<file path="config.mk">
export PLATFORM = sky130hd
export DESIGN_NAME = bl_pwr_seq
export DESIGN_NICKNAME = d
export VERILOG_FILES = /design/src/rtl/bl_pkg.sv /design/src/rtl/bl_level_map.sv /design/src/rtl/bl_wait.sv /design/src/rtl/bl_pwr_seq.sv
export SDC_FILE = /design/constraint.sdc
export NUM_CORES = 1
export LEC_CHECK = 0
export ABC_AREA = 1
export BUFFER_PORTS_ARGS = -buffer_cell sky130_fd_sc_hd__buf_2
export CAP_MARGIN = 30
export CORE_MARGIN = 1
export CORE_UTILIZATION = 47
export DETAILED_ROUTE_END_ITERATION = 16
export PLACE_DENSITY_LB_ADDON = 0.2
export SLEW_MARGIN = 20
export SYNTH_ARGS = -nofsm -noshare
export SYNTH_HDL_FRONTEND = slang
export SYNTH_HIERARCHICAL = 1
export SYNTH_SLANG_ARGS = --single-unit
</file>
<file path="constraint.sdc">
create_clock -name clk -period 8.7 [get_ports clk]
set_input_delay 0.87 -clock clk [delete_from_list [all_inputs] [get_ports clk]]
set_output_delay 0.87 -clock clk [all_outputs]
set_load 0.02 [all_outputs]
</file>
<file path="src/rtl/bl_pkg.sv">
package bl_pkg;
  localparam int DATA_W = 32;

  typedef enum logic [1:0] {
    OP_SET     = 2'd0,
    OP_READ    = 2'd1,
    OP_SUSPEND = 2'd2,
    OP_RESUME  = 2'd3
  } bl_op_e;

  typedef enum logic [4:0] {
    ST_IDLE, ST_RB_RD, ST_RB_OUT,
    ST_UP_GC_RD, ST_UP_PWR_RD, ST_UP_PWR_WR, ST_UP_PLL_RD,
    ST_UP_PLL_EN, ST_UP_PLL_RUN, ST_UP_WAIT_PLL, ST_UP_WAIT_PANEL, ST_UP_GC_WR,
    ST_DN_GC_RD, ST_DN_PIX_RD, ST_DN_PIX_OFF, ST_DN_GC_DIS, ST_DN_WAIT_OFF,
    ST_DN_GC_OFF, ST_DN_PIX_RST, ST_DN_WAIT_END
  } bl_state_e;

  localparam logic [15:0] A_PANEL_CTL = 16'h02D0;
  localparam logic [15:0] A_PANEL_PLL = 16'h02D4;
  localparam logic [15:0] A_DISP_PWR  = 16'h0D08;
  localparam logic [5:0]  IX_PIXCLK   = 6'h2D;

  localparam logic [31:0] M_ON      = 32'h0000_0001;
  localparam logic [31:0] M_DIS     = 32'h0000_0002;
  localparam logic [31:0] M_EN      = 32'h0000_0080;
  localparam logic [31:0] M_LVL     = 32'h0000_FF00;
  localparam logic [31:0] M_MOD     = 32'h0001_0000;
  localparam logic [31:0] M_DIGON   = 32'h0004_0000;
  localparam logic [31:0] M_BLON    = 32'h0008_0000;
  localparam logic [31:0] M_PLL_EN  = 32'h0001_0000;
  localparam logic [31:0] M_PLL_RST = 32'h0002_0000;
  localparam logic [31:0] M_AUTO_PU = 32'h0400_0000;
  localparam logic [31:0] M_PIX_AON = 32'h0000_4000;
endpackage

</file>
<file path="src/rtl/bl_level_map.sv">
module bl_level_map (
  input  logic [7:0] pct_in,
  input  logic [7:0] lvl_in,
  output logic [7:0] lvl_out,
  output logic [6:0] pct_out
);
  logic [7:0] pct_clamp;
  logic [9:0] lvl_wide;
  logic [8:0] back_wide;

  always_comb begin
    pct_clamp = (pct_in > 8'd100) ? 8'd100 : pct_in;
    lvl_wide  = ({2'b00, pct_clamp} * 10'd5) / 10'd2 + 10'd5;
    lvl_out   = (pct_clamp == 8'd0) ? 8'd0 : lvl_wide[7:0];
    back_wide = ({1'b0, lvl_in} - 9'd5) * 9'd2 / 9'd5;
    pct_out   = (lvl_in < 8'd5) ? 7'd0 : back_wide[6:0];
  end
endmodule

</file>
<file path="src/rtl/bl_wait.sv">
module bl_wait #(
  parameter int CNT_W = 8
) (
  input  logic             clk,
  input  logic             rst_n,
  input  logic             go,
  input  logic [CNT_W-1:0] load,
  output logic             done
);
  logic [CNT_W-1:0] cnt;

  assign done = go && (cnt == load - CNT_W'(1));

  always_ff @(posedge clk) begin
    if (!rst_n || !go || done) cnt <= '0;
    else                       cnt <= cnt + CNT_W'(1);
  end

  p_cnt_bound_r4: assert property (@(posedge clk) disable iff (!rst_n)
    go |-> (cnt < load));
endmodule

</file>
<file path="src/rtl/bl_pwr_seq.sv">
module bl_pwr_seq
  import bl_pkg::*;
#(
  parameter int CLK_HZ = 100_000_000,
  parameter int ADDR_W = 16
) (
  input  logic              clk,
  input  logic              rst_n,
  input  logic              req_valid,
  output logic              req_ready,
  input  logic [1:0]        req_op,
  input  logic [7:0]        req_pct,
  output logic              rb_valid,
  input  logic              rb_ready,
  output logic [6:0]        rb_pct,
  output logic              busy,
  output logic [ADDR_W-1:0] m_addr,
  output logic [31:0]       m_wdata,
  input  logic [31:0]       m_rdata,
  output logic              m_rd,
  output logic              m_wr,
  input  logic              m_ready,
  output logic              ind_req,
  output logic              ind_wr,
  output logic [5:0]        ind_idx,
  output logic [31:0]       ind_wdata,
  input  logic [31:0]       ind_rdata,
  input  logic              ind_done
);
  localparam int WAIT_1MS   = CLK_HZ / 1000;
  localparam int WAIT_200MS = CLK_HZ / 5;
  localparam int CNT_W      = $clog2(WAIT_200MS + 1);

  bl_state_e  state;
  bl_op_e     op_q;
  logic [7:0] lvl_q;
  logic [6:0] saved_q, rb_q;
  logic [31:0] gc_q, work_q, pix_q;

  logic [7:0] pct_sel, lvl_map;
  logic [6:0] pct_map;
  logic       wait_go, wait_done;
  logic [CNT_W-1:0] wait_load;
  logic [31:0] gc_up, gc_dn;

  assign pct_sel = (bl_op_e'(req_op) == OP_RESUME) ? {1'b0, saved_q} : req_pct;

  bl_level_map u_map (
    .pct_in (pct_sel),
    .lvl_in (m_rdata[15:8]),
    .lvl_out(lvl_map),
    .pct_out(pct_map)
  );

  assign wait_go   = (state == ST_UP_WAIT_PLL) || (state == ST_UP_WAIT_PANEL) ||
                     (state == ST_DN_WAIT_OFF) || (state == ST_DN_WAIT_END);
  assign wait_load = (state == ST_UP_WAIT_PLL) ? CNT_W'(WAIT_1MS) : CNT_W'(WAIT_200MS);

  bl_wait #(.CNT_W(CNT_W)) u_wait (
    .clk  (clk),
    .rst_n(rst_n),
    .go   (wait_go),
    .load (wait_load),
    .done (wait_done)
  );

  assign gc_up = (gc_q & ~(M_DIS | M_LVL)) | M_ON | M_EN | M_DIGON | M_BLON | M_MOD |
                 {16'd0, lvl_q, 8'd0};
  assign gc_dn = (gc_q | M_DIS) & ~(M_MOD | M_LVL);

  assign busy      = (state != ST_IDLE);
  assign req_ready = !busy;
  assign rb_valid  = (state == ST_RB_OUT);
  assign rb_pct    = rb_q;
  assign ind_idx   = IX_PIXCLK;

  always_comb begin
    m_rd = 1'b0; m_wr = 1'b0; m_addr = ADDR_W'(A_PANEL_CTL); m_wdata = '0;
    ind_req = 1'b0; ind_wr = 1'b0; ind_wdata = '0;
    unique case (state)
      ST_RB_RD, ST_UP_GC_RD, ST_DN_GC_RD: m_rd = 1'b1;
      ST_UP_PWR_RD: begin m_rd = 1'b1; m_addr = ADDR_W'(A_DISP_PWR); end
      ST_UP_PWR_WR: begin m_wr = 1'b1; m_addr = ADDR_W'(A_DISP_PWR); m_wdata = work_q | M_AUTO_PU; end
      ST_UP_PLL_RD: begin m_rd = 1'b1; m_addr = ADDR_W'(A_PANEL_PLL); end
      ST_UP_PLL_EN: begin m_wr = 1'b1; m_addr = ADDR_W'(A_PANEL_PLL); m_wdata = work_q | M_PLL_EN; end
      ST_UP_PLL_RUN: begin
        m_wr = 1'b1; m_addr = ADDR_W'(A_PANEL_PLL); m_wdata = (work_q | M_PLL_EN) & ~M_PLL_RST;
      end
      ST_UP_GC_WR:  begin m_wr = 1'b1; m_wdata = gc_up; end
      ST_DN_GC_DIS: begin m_wr = 1'b1; m_wdata = gc_dn; end
      ST_DN_GC_OFF: begin m_wr = 1'b1; m_wdata = gc_dn & ~(M_ON | M_EN); end
      ST_DN_PIX_RD: ind_req = 1'b1;
      ST_DN_PIX_OFF: begin ind_req = 1'b1; ind_wr = 1'b1; ind_wdata = pix_q & ~M_PIX_AON; end
      ST_DN_PIX_RST: begin ind_req = 1'b1; ind_wr = 1'b1; ind_wdata = pix_q; end
      default: ;
    endcase
  end

  always_ff @(posedge clk) begin
    if (!rst_n) begin
      state <= ST_IDLE; op_q <= OP_SET; lvl_q <= '0; saved_q <= '0; rb_q <= '0;
      gc_q <= '0; work_q <= '0; pix_q <= '0;
    end else begin
      unique case (state)
        ST_IDLE: if (req_valid) begin
          op_q  <= bl_op_e'(req_op);
          lvl_q <= lvl_map;
          if (bl_op_e'(req_op) == OP_READ || bl_op_e'(req_op) == OP_SUSPEND) state <= ST_RB_RD;
          else if (lvl_map == 8'd0) state <= ST_DN_GC_RD;
          else state <= ST_UP_GC_RD;
        end
        ST_RB_RD: if (m_ready) begin
          if (op_q == OP_SUSPEND) begin
            saved_q <= pct_map; gc_q <= m_rdata; state <= ST_DN_PIX_RD;
          end else begin
            rb_q <= pct_map; state <= ST_RB_OUT;
          end
        end
        ST_RB_OUT:    if (rb_ready) state <= ST_IDLE;
        ST_UP_GC_RD:  if (m_ready) begin gc_q <= m_rdata; state <= ST_UP_PWR_RD; end
        ST_UP_PWR_RD: if (m_ready) begin work_q <= m_rdata; state <= ST_UP_PWR_WR; end
        ST_UP_PWR_WR: if (m_ready) state <= ST_UP_PLL_RD;
        ST_UP_PLL_RD: if (m_ready) begin work_q <= m_rdata; state <= ST_UP_PLL_EN; end
        ST_UP_PLL_EN: if (m_ready) state <= ST_UP_PLL_RUN;
        ST_UP_PLL_RUN: if (m_ready) state <= ST_UP_WAIT_PLL;
        ST_UP_WAIT_PLL: if (wait_done) state <= ST_UP_WAIT_PANEL;
        ST_UP_WAIT_PANEL: if (wait_done) state <= ST_UP_GC_WR;
        ST_UP_GC_WR:  if (m_ready) state <= ST_IDLE;
        ST_DN_GC_RD:  if (m_ready) begin gc_q <= m_rdata; state <= ST_DN_PIX_RD; end
        ST_DN_PIX_RD: if (ind_done) begin pix_q <= ind_rdata; state <= ST_DN_PIX_OFF; end
        ST_DN_PIX_OFF: if (ind_done) state <= ST_DN_GC_DIS;
        ST_DN_GC_DIS: if (m_ready) state <= ST_DN_WAIT_OFF;
        ST_DN_WAIT_OFF: if (wait_done) state <= ST_DN_GC_OFF;
        ST_DN_GC_OFF: if (m_ready) state <= ST_DN_PIX_RST;
        ST_DN_PIX_RST: if (ind_done) state <= ST_DN_WAIT_END;
        ST_DN_WAIT_END: if (wait_done) state <= ST_IDLE;
        default: state <= ST_IDLE;
      endcase
    end
  end

  p_strobe_excl_r10: assert property (@(posedge clk) disable iff (!rst_n)
    !(m_rd && m_wr));
  p_wr_hold_r10: assert property (@(posedge clk) disable iff (!rst_n)
    (m_wr && !m_ready) |=> (m_wr && $stable(m_addr) && $stable(m_wdata)));
  p_rd_hold_r10: assert property (@(posedge clk) disable iff (!rst_n)
    (m_rd && !m_ready) |=> (m_rd && $stable(m_addr)));
  p_ind_hold_r10: assert property (@(posedge clk) disable iff (!rst_n)
    (ind_req && !ind_done) |=> (ind_req && $stable(ind_wr) && $stable(ind_wdata)));
  p_idle_quiet_r9: assert property (@(posedge clk) disable iff (!rst_n)
    !busy |-> (!m_rd && !m_wr && !ind_req));
  p_rb_hold_r7: assert property (@(posedge clk) disable iff (!rst_n)
    (rb_valid && !rb_ready) |=> (rb_valid && $stable(rb_pct)));
  p_rb_range_r7: assert property (@(posedge clk) disable iff (!rst_n)
    rb_valid |-> (rb_pct <= 7'd100));
endmodule

</file>
# Word level (Yosys, flattened, before mapping)
# Cells that the tools add are included.
[word_totals]
register_bits = 150
in_bits = 80
out_inout_bits = 100
elab_cells = 135
[op_classes]
n_addsub = 4
n_mul = 1
n_div = 1
n_lt_le_gt_ge = 2
n_eq_ne = 46
muxes = 40
n_bitwise = 2
n_reduce_logical = 30
[ops]
columns = ["operator", "count"]
rows = [
  ["$pmux W32 S6", 1],
  ["$pmux W32 S2", 2],
  ["$mux W5", 20],
  ["$pmux W5 S20", 1],
  ["$mux W32", 3],
  ["$eq A5 B4 Y1 const B", 8],
  ["$ne A2 B2 Y1 const B", 16],
  ["$or A32 B16 Y32", 1],
  ["$add A25 B1 Y25 const B", 1],
  ["$eq A25 B25 Y1", 1],
  ["$mux W25", 1],
  ["$sub A25 B1 Y25 const B", 1],
  ["$mux W8", 3],
  ["$pmux W12 S2", 1],
  ["$eq A5 B3 Y1 const B", 4],
  ["$eq A5 B5 Y1 const B", 4],
  ["$reduce_and A20 Y1", 1],
  ["$logic_not A8 Y1", 2],
  ["$mux W4", 3],
  ["$ne A2 B1 Y1 const B", 6],
  ["$eq A5 B2 Y1 const B", 2],
  ["$div A9 B3 Y9 const B", 1],
  ["$mul A8 B3 Y9 const B", 1],
  ["$add A8 B3 Y8 const B", 1],
  ["other kinds (22)", 41],
]

# Depth between registers and ports, before layout
[logic_depth]
depth_word = 12
mapped_depth = 33

# Hierarchy
# The synthesis kept the hierarchy.
[modules_own_cells]
columns = ["module", "n_inst", "cells_each", "area_each_um2"]
rows = [
  ["bl_pwr_seq", 1, 746, 5421.4],
  ["bl_wait", 1, 391, 2368.5],
  ["bl_level_map", 1, 268, 1569.0],
]

# Worst setup path after synthesis
# OpenSTA, ideal clock, no wires.
[synth_timing]
path_type = "input to register"
startpoint = "in req_op[0]"
endpoint = "reg state[1]"
setup_time_ns = 0.115
arrival_ns = 4.342
required_ns = 8.585
setup_slack_ns = 4.243
path_stages = 27
path_cell_list = "ha_1 -> clkbuf_1 -> a21oi_1 -> nor2_1 -> o21ai_0 -> nand3_1 -> nand2_1 -> or2_2 -> ha_1 -> ha_1 -> a21oi_1 -> and2_1 -> inv_1 -> a21oi_1 -> nor2_1 -> nor2_1 -> xor2_1 -> o21a_1 -> nor3_1 -> inv_1 -> nand3_1 -> o21ai_0 -> nand2_1 -> nor2_1 -> nand3_1 -> nand2_1 -> nor2_1"
[synth_via]
elab_chain_len = 12
[synth_lines]
columns = ["element", "line", "source"]
rows = [
  ["start, declared", "bl_pwr_seq.sv:11", "input logic [1:0] req_op,"],
  ["$eq A2 B2 Y1 *", "bl_pwr_seq.sv:46", "assign pct_sel = (bl_op_e'(req_op) == OP_RESUME) ? {1'b0, saved_q} : req_pct;"],
  ["$mux W8 *", "bl_pwr_seq.sv:46", ""],
  ["via pct_sel[1]", "bl_pwr_seq.sv:40", "logic [7:0] pct_sel, lvl_map;"],
  ["$gt A8 B7 Y1", "bl_level_map.sv:12", "pct_clamp = (pct_in > 8'd100) ? 8'd100 : pct_in;"],
  ["$mux W8 *", "bl_level_map.sv:12", ""],
  ["$mul A8 B3 Y9", "bl_level_map.sv:13", "lvl_wide = ({2'b00, pct_clamp} * 10'd5) / 10'd2 + 10'd5;"],
  ["$add A8 B3 Y8", "bl_level_map.sv:13", ""],
  ["$mux W8 *", "bl_level_map.sv:14", "lvl_out = (pct_clamp == 8'd0) ? 8'd0 : lvl_wide[7:0];"],
  ["via lvl_map[7]", "bl_pwr_seq.sv:40", ""],
  ["$logic_not A8 Y1 *", "bl_pwr_seq.sv:109", "else if (lvl_map == 8'd0) state <= ST_DN_GC_RD;"],
  ["$mux W4 *", "bl_pwr_seq.sv:109", ""],
  ["$mux W4 *", "bl_pwr_seq.sv:108", "if (bl_op_e'(req_op) == OP_READ || bl_op_e'(req_op) == OP_SUSPEND) state <= ST_RB_RD;"],
  ["$mux W5 *", "bl_pwr_seq.sv:105", "ST_IDLE: if (req_valid) begin"],
  ["$pmux W5 S20 *", "bl_pwr_seq.sv:104", "unique case (state)"],
  ["end signal, assigned", "bl_pwr_seq.sv:108", ""],
  ["end signal, assigned", "bl_pwr_seq.sv:109", ""],
  ["end signal, assigned", "bl_pwr_seq.sv:110", "else state <= ST_UP_GC_RD;"],
  ["end, declared", "bl_pwr_seq.sv:34", "bl_state_e state;"],
]
# Mark *: on every way through the listed nets, which the timed path passes. The rest lies on a longest branch. The select of a mux whose other input is x is not followed.
# A chain may end at the register's enable or synchronous reset.

# Worst setup path in the final report
# Same ends and word-level chain as after synthesis.

==> results summary <==
The flow ran to the end, and the final reports show no timing, DRC or antenna violations. The final core area utilization is 0.5673. The number of buffers on the longest clock path came out at 2.

The type of the most critical hold path is reg2reg. Of the cells placed in the final design, the portion with a size suffix greater than 1 is 0.2132. The tool flagged a number of max-cap violations equal to 0. Setup repair after global routing left no endpoint under its margin.

The via count of the first global-routing pass came to 7830. The clock sink count is 140. The number of hold violations in the final report is 0. The area fraction of the dominant cell type after synthesis is 0.2995.

Dividing the detail-routed wire length by the instance count gives 11.40 µm. Post-CTS repair changed the size of 0 cells. The number of antenna violations at the first check in global routing is 1. The number of top-level pins is 180. The worst slack at placement came out at 3685 ps. Between clock sinks in the finished design, the worst skew comes to 14.05 ps. The final net count came out at 1692.

The peak supply drop came out at 0.1517 mV. The worst pin sits at a relative slew slack of 0.4634. The standby leakage power came out at 5.118 nW. The half-perimeter wire length after placement is 16070 µm. The wire length of the first global-routing pass is between 30000 and 40000 µm.

Synthesis inferred 140 register bits. The worst-margin pin slew is 798.3 ps. Clock-pin slew was measured on the worst setup and hold paths at 60 ps. The TritonCTS clock tree is built. The worst endpoint required time came out at 9010 ps.

During synthesis, Yosys emitted a total of 6 warnings. The area enclosed by the die boundary came out at 0.02048 mm². The die span in x is 143.1 µm.

0 antenna diodes ended up in the layout. The number of buffers created by CTS is 17. The post-synthesis instance total is 1405.

The vertical extent of the die came out at 143.1 µm. The fraction of registers with async set/reset is 0. Routability-driven placement finished with a final weighted congestion of 0.8667. The synthesized area per cell is approximately 6.7 µm².

For flop-to-flop paths, the worst setup slack is 4930 ps. The worst setup path is captured at a flop. The global routing usage summed across all routing layers is 0.2124. In the post-synthesis netlist, the cell with the most instances is nand2_1. In this run the clock root is driven by a clkbuf_16. The total power density per cell area came out at around 210 mW/mm².

The total length of routed wires came out at around 21000 µm. The count of buffers added on input and output ports is 166. The floorplan core area is 0.01946 mm². STA classifies the critical path startpoint as an input pin. Yosys mapped the design onto 56 distinct sky130hd cell types.

The number of vias after detailed routing is 8773. The setup TNS is 0 ps. The number of H-tree branching levels came out at 4. Sorting the synthesized cells by how often they occur yields nand2_1 (222), inv_1 (217), nor2_1 (163).

The total of endpoints with negative setup slack in the final report came out at 0. Yosys attributes the largest share of cell area to dfxtp_1 (30%), nand2_1 (8.9%), inv_1 (8.7%), o21ai_0 (6.8%), nor2_1 (6.5%). The number of setup buffers added after CTS is 0.

Once detail routing completed, the nets flagged for antenna violations numbered 0. The proportion of synthesized chip area in sequential cells came out at 0.2995. The number of standard-cell rows in the floorplan came out at 51. Summed over all layers, the global routing overflow is 0. The data arrival time of the worst path is 4890 ps. For this run, the detailed router's first-pass iteration total came to 5. Based on the critical path, the design can be clocked at up to 0.2183 GHz. The growth of design area from synthesis to finish came out at 17.98%. The mapped cell area is 0.009359 mm². In the synthesized netlist the dominant register cell turns out to be dfxtp_1.

Across all hold checks on the routed design, the worst slack comes to 447.5 ps. The critical path is of the in2reg type. The initial utilization of the core area, before any placement, comes to 0.4809. The largest net degree at the start of global routing came out at 117. The maximum net fanout on the critical path is 15. The max-slew violation total from the final report came out at 0. The completed layout was analyzed and its total power is 2.336 mW. Subtracting the final worst setup slack from the clock period gives between 4000 and 5000 ps. The number of buffers inserted for hold repair after clock tree synthesis came out at 0. The number of design rule violations left after detail routing came out at 0.

The final worst-path cycle share is 0.5266. Counting flops with a built-in enable in the synthesized netlist gives 0. The final worst-path setup slack came out at ~4100 ps.

In this run, the number of DRC markers left after iteration 0 of detailed routing was 349. The clock latency reported for the late side of the worst-skew pair came out at 420 ps. The routed via count divided by cell count came out at about 4.7. The cell taking the most area after synthesis is dfxtp_1.
flip-flops by register name, summed over array words and instances, names as in the netlist:
name / flops
u_wait/cnt: 25
saved_q: 7
work_q: 32
lvl_q: 8
pix_q: 32
state: 5
op_q: 2
gc_q: 22
rb_pct: 7
logic make-up (layout without fill, tap and decap cells):
| kind of cell | after synthesis | count (layout) | share of synthesized area |
|---|---|---|---|
| and+or+nand+nor | 607 | 607 | 0.3142 |
| buffers and inverters | 299 | 439 | 0.1386 |
| AOI/OAI and AO/OA | 285 | 285 | 0.1666 |
| DFF | 140 | 140 | 0.2995 |
| xor gates and xnor gates | 50 | 50 | 0.05107 |
| adders and majority gates | 21 | 21 | 0.02888 |
| other | 3 | 62 | 0.001203 |
final cells by class:
cell class / count / area, µm²
repair buffers: 172 / 935.9
inverters: 235 / 884.6
flip-flops and latches: 140 / 2803
clock inverters: 14 / 161.4
fillers: 1935 / 8421
clock buffers: 18 / 439.2
well taps: 265 / 331.6
multi-input cells: 1025 / 5487
critical path, cell delays in order:
cell and delay [ps]:
buf_2 90, ha_1 500, nor2_1 110, a21oi_1 220
nor2_1 90, o21ai_0 160, nand3_1 90, nand2_1 180
inv_1 80, nand2_1 60, inv_1 70, ha_1 270
ha_1 160, inv_1 50, fa_1 410, o21ai_0 220
xor2_1 270, xnor2_1 150, nor2_1 80, nor2_1 120
nand3_1 120, o21ai_0 190, nand2_1 70, nor2_1 80
nand3_1 80, nand2_1 60, nor2_1 40
final timing paths:
kind / start / endpoint / cells after the start
setup / recovery: req_op[0] / state[1]$_SDFFE_PN0P_ / 27
hold / removal: work_q[14]$_SDFFE_PN0P_ / work_q[14]$_SDFFE_PN0P_ / 2
setup reg to reg: saved_q[1]$_SDFFE_PN0P_ / state[1]$_SDFFE_PN0P_ / 25
hold reg to reg: work_q[14]$_SDFFE_PN0P_ / work_q[14]$_SDFFE_PN0P_ / 2
layout by cell type, fill, tap and decap left out, types with 4 or more instances in the layout:
master	n
o21ai_0	127
dfxtp_1	140
clkbuf_16	17
o22ai_2	5
nor2_4	9
nor3b_1	4
conb_1	62
nand3b_1	5
o221ai_1	5
ha_1	20
nand2_4	10
inv_8	5
a21oi_1	117
nand3_2	11
inv_6	5
nor2_1	163
buf_2	166
xor2_1	23
nor2_2	36
nand3_1	81
nor3_1	10
nand2_1	222
nand2_2	30
o22ai_1	12
o21ai_1	5
xnor2_1	24
nand4_1	11
inv_2	16
inv_1	217
stage by stage:
stage          area (µm²)  instances
5_1_grt             11040       1869
2_1_floorplan        9580       1464
6_report            11040       1869
4_1_cts             10990       1867
3_5_place_dp        10390       1835
3_3_place_gp        10350       1834
power breakdown:
| part | leakage (nW) | internal [mW] | switching, mW |
|---|---|---|---|
| Clock | 0.291 | 0.417 | 0.314 |
| Sequential | 1.13 | 0.717 | 0.0466 |
| Combinational | 3.69 | 0.278 | 0.563 |
metal layers:
layer / up-vias / part of all wire / GRT usage / routed length (µm)
met2: 151 / 0.47 / 0.3507 / 9926
met3: 34 / 0.050 / 0.05164 / 1056
met4: 2 / 0.019 / 0.07527 / 400
li1: 4754 / - / - / -
met1: 3832 / 0.47 / 0.2676 / 9908
met5: - / 0.00038 / 0 / 8
Power figures use the tool's default switching activity.
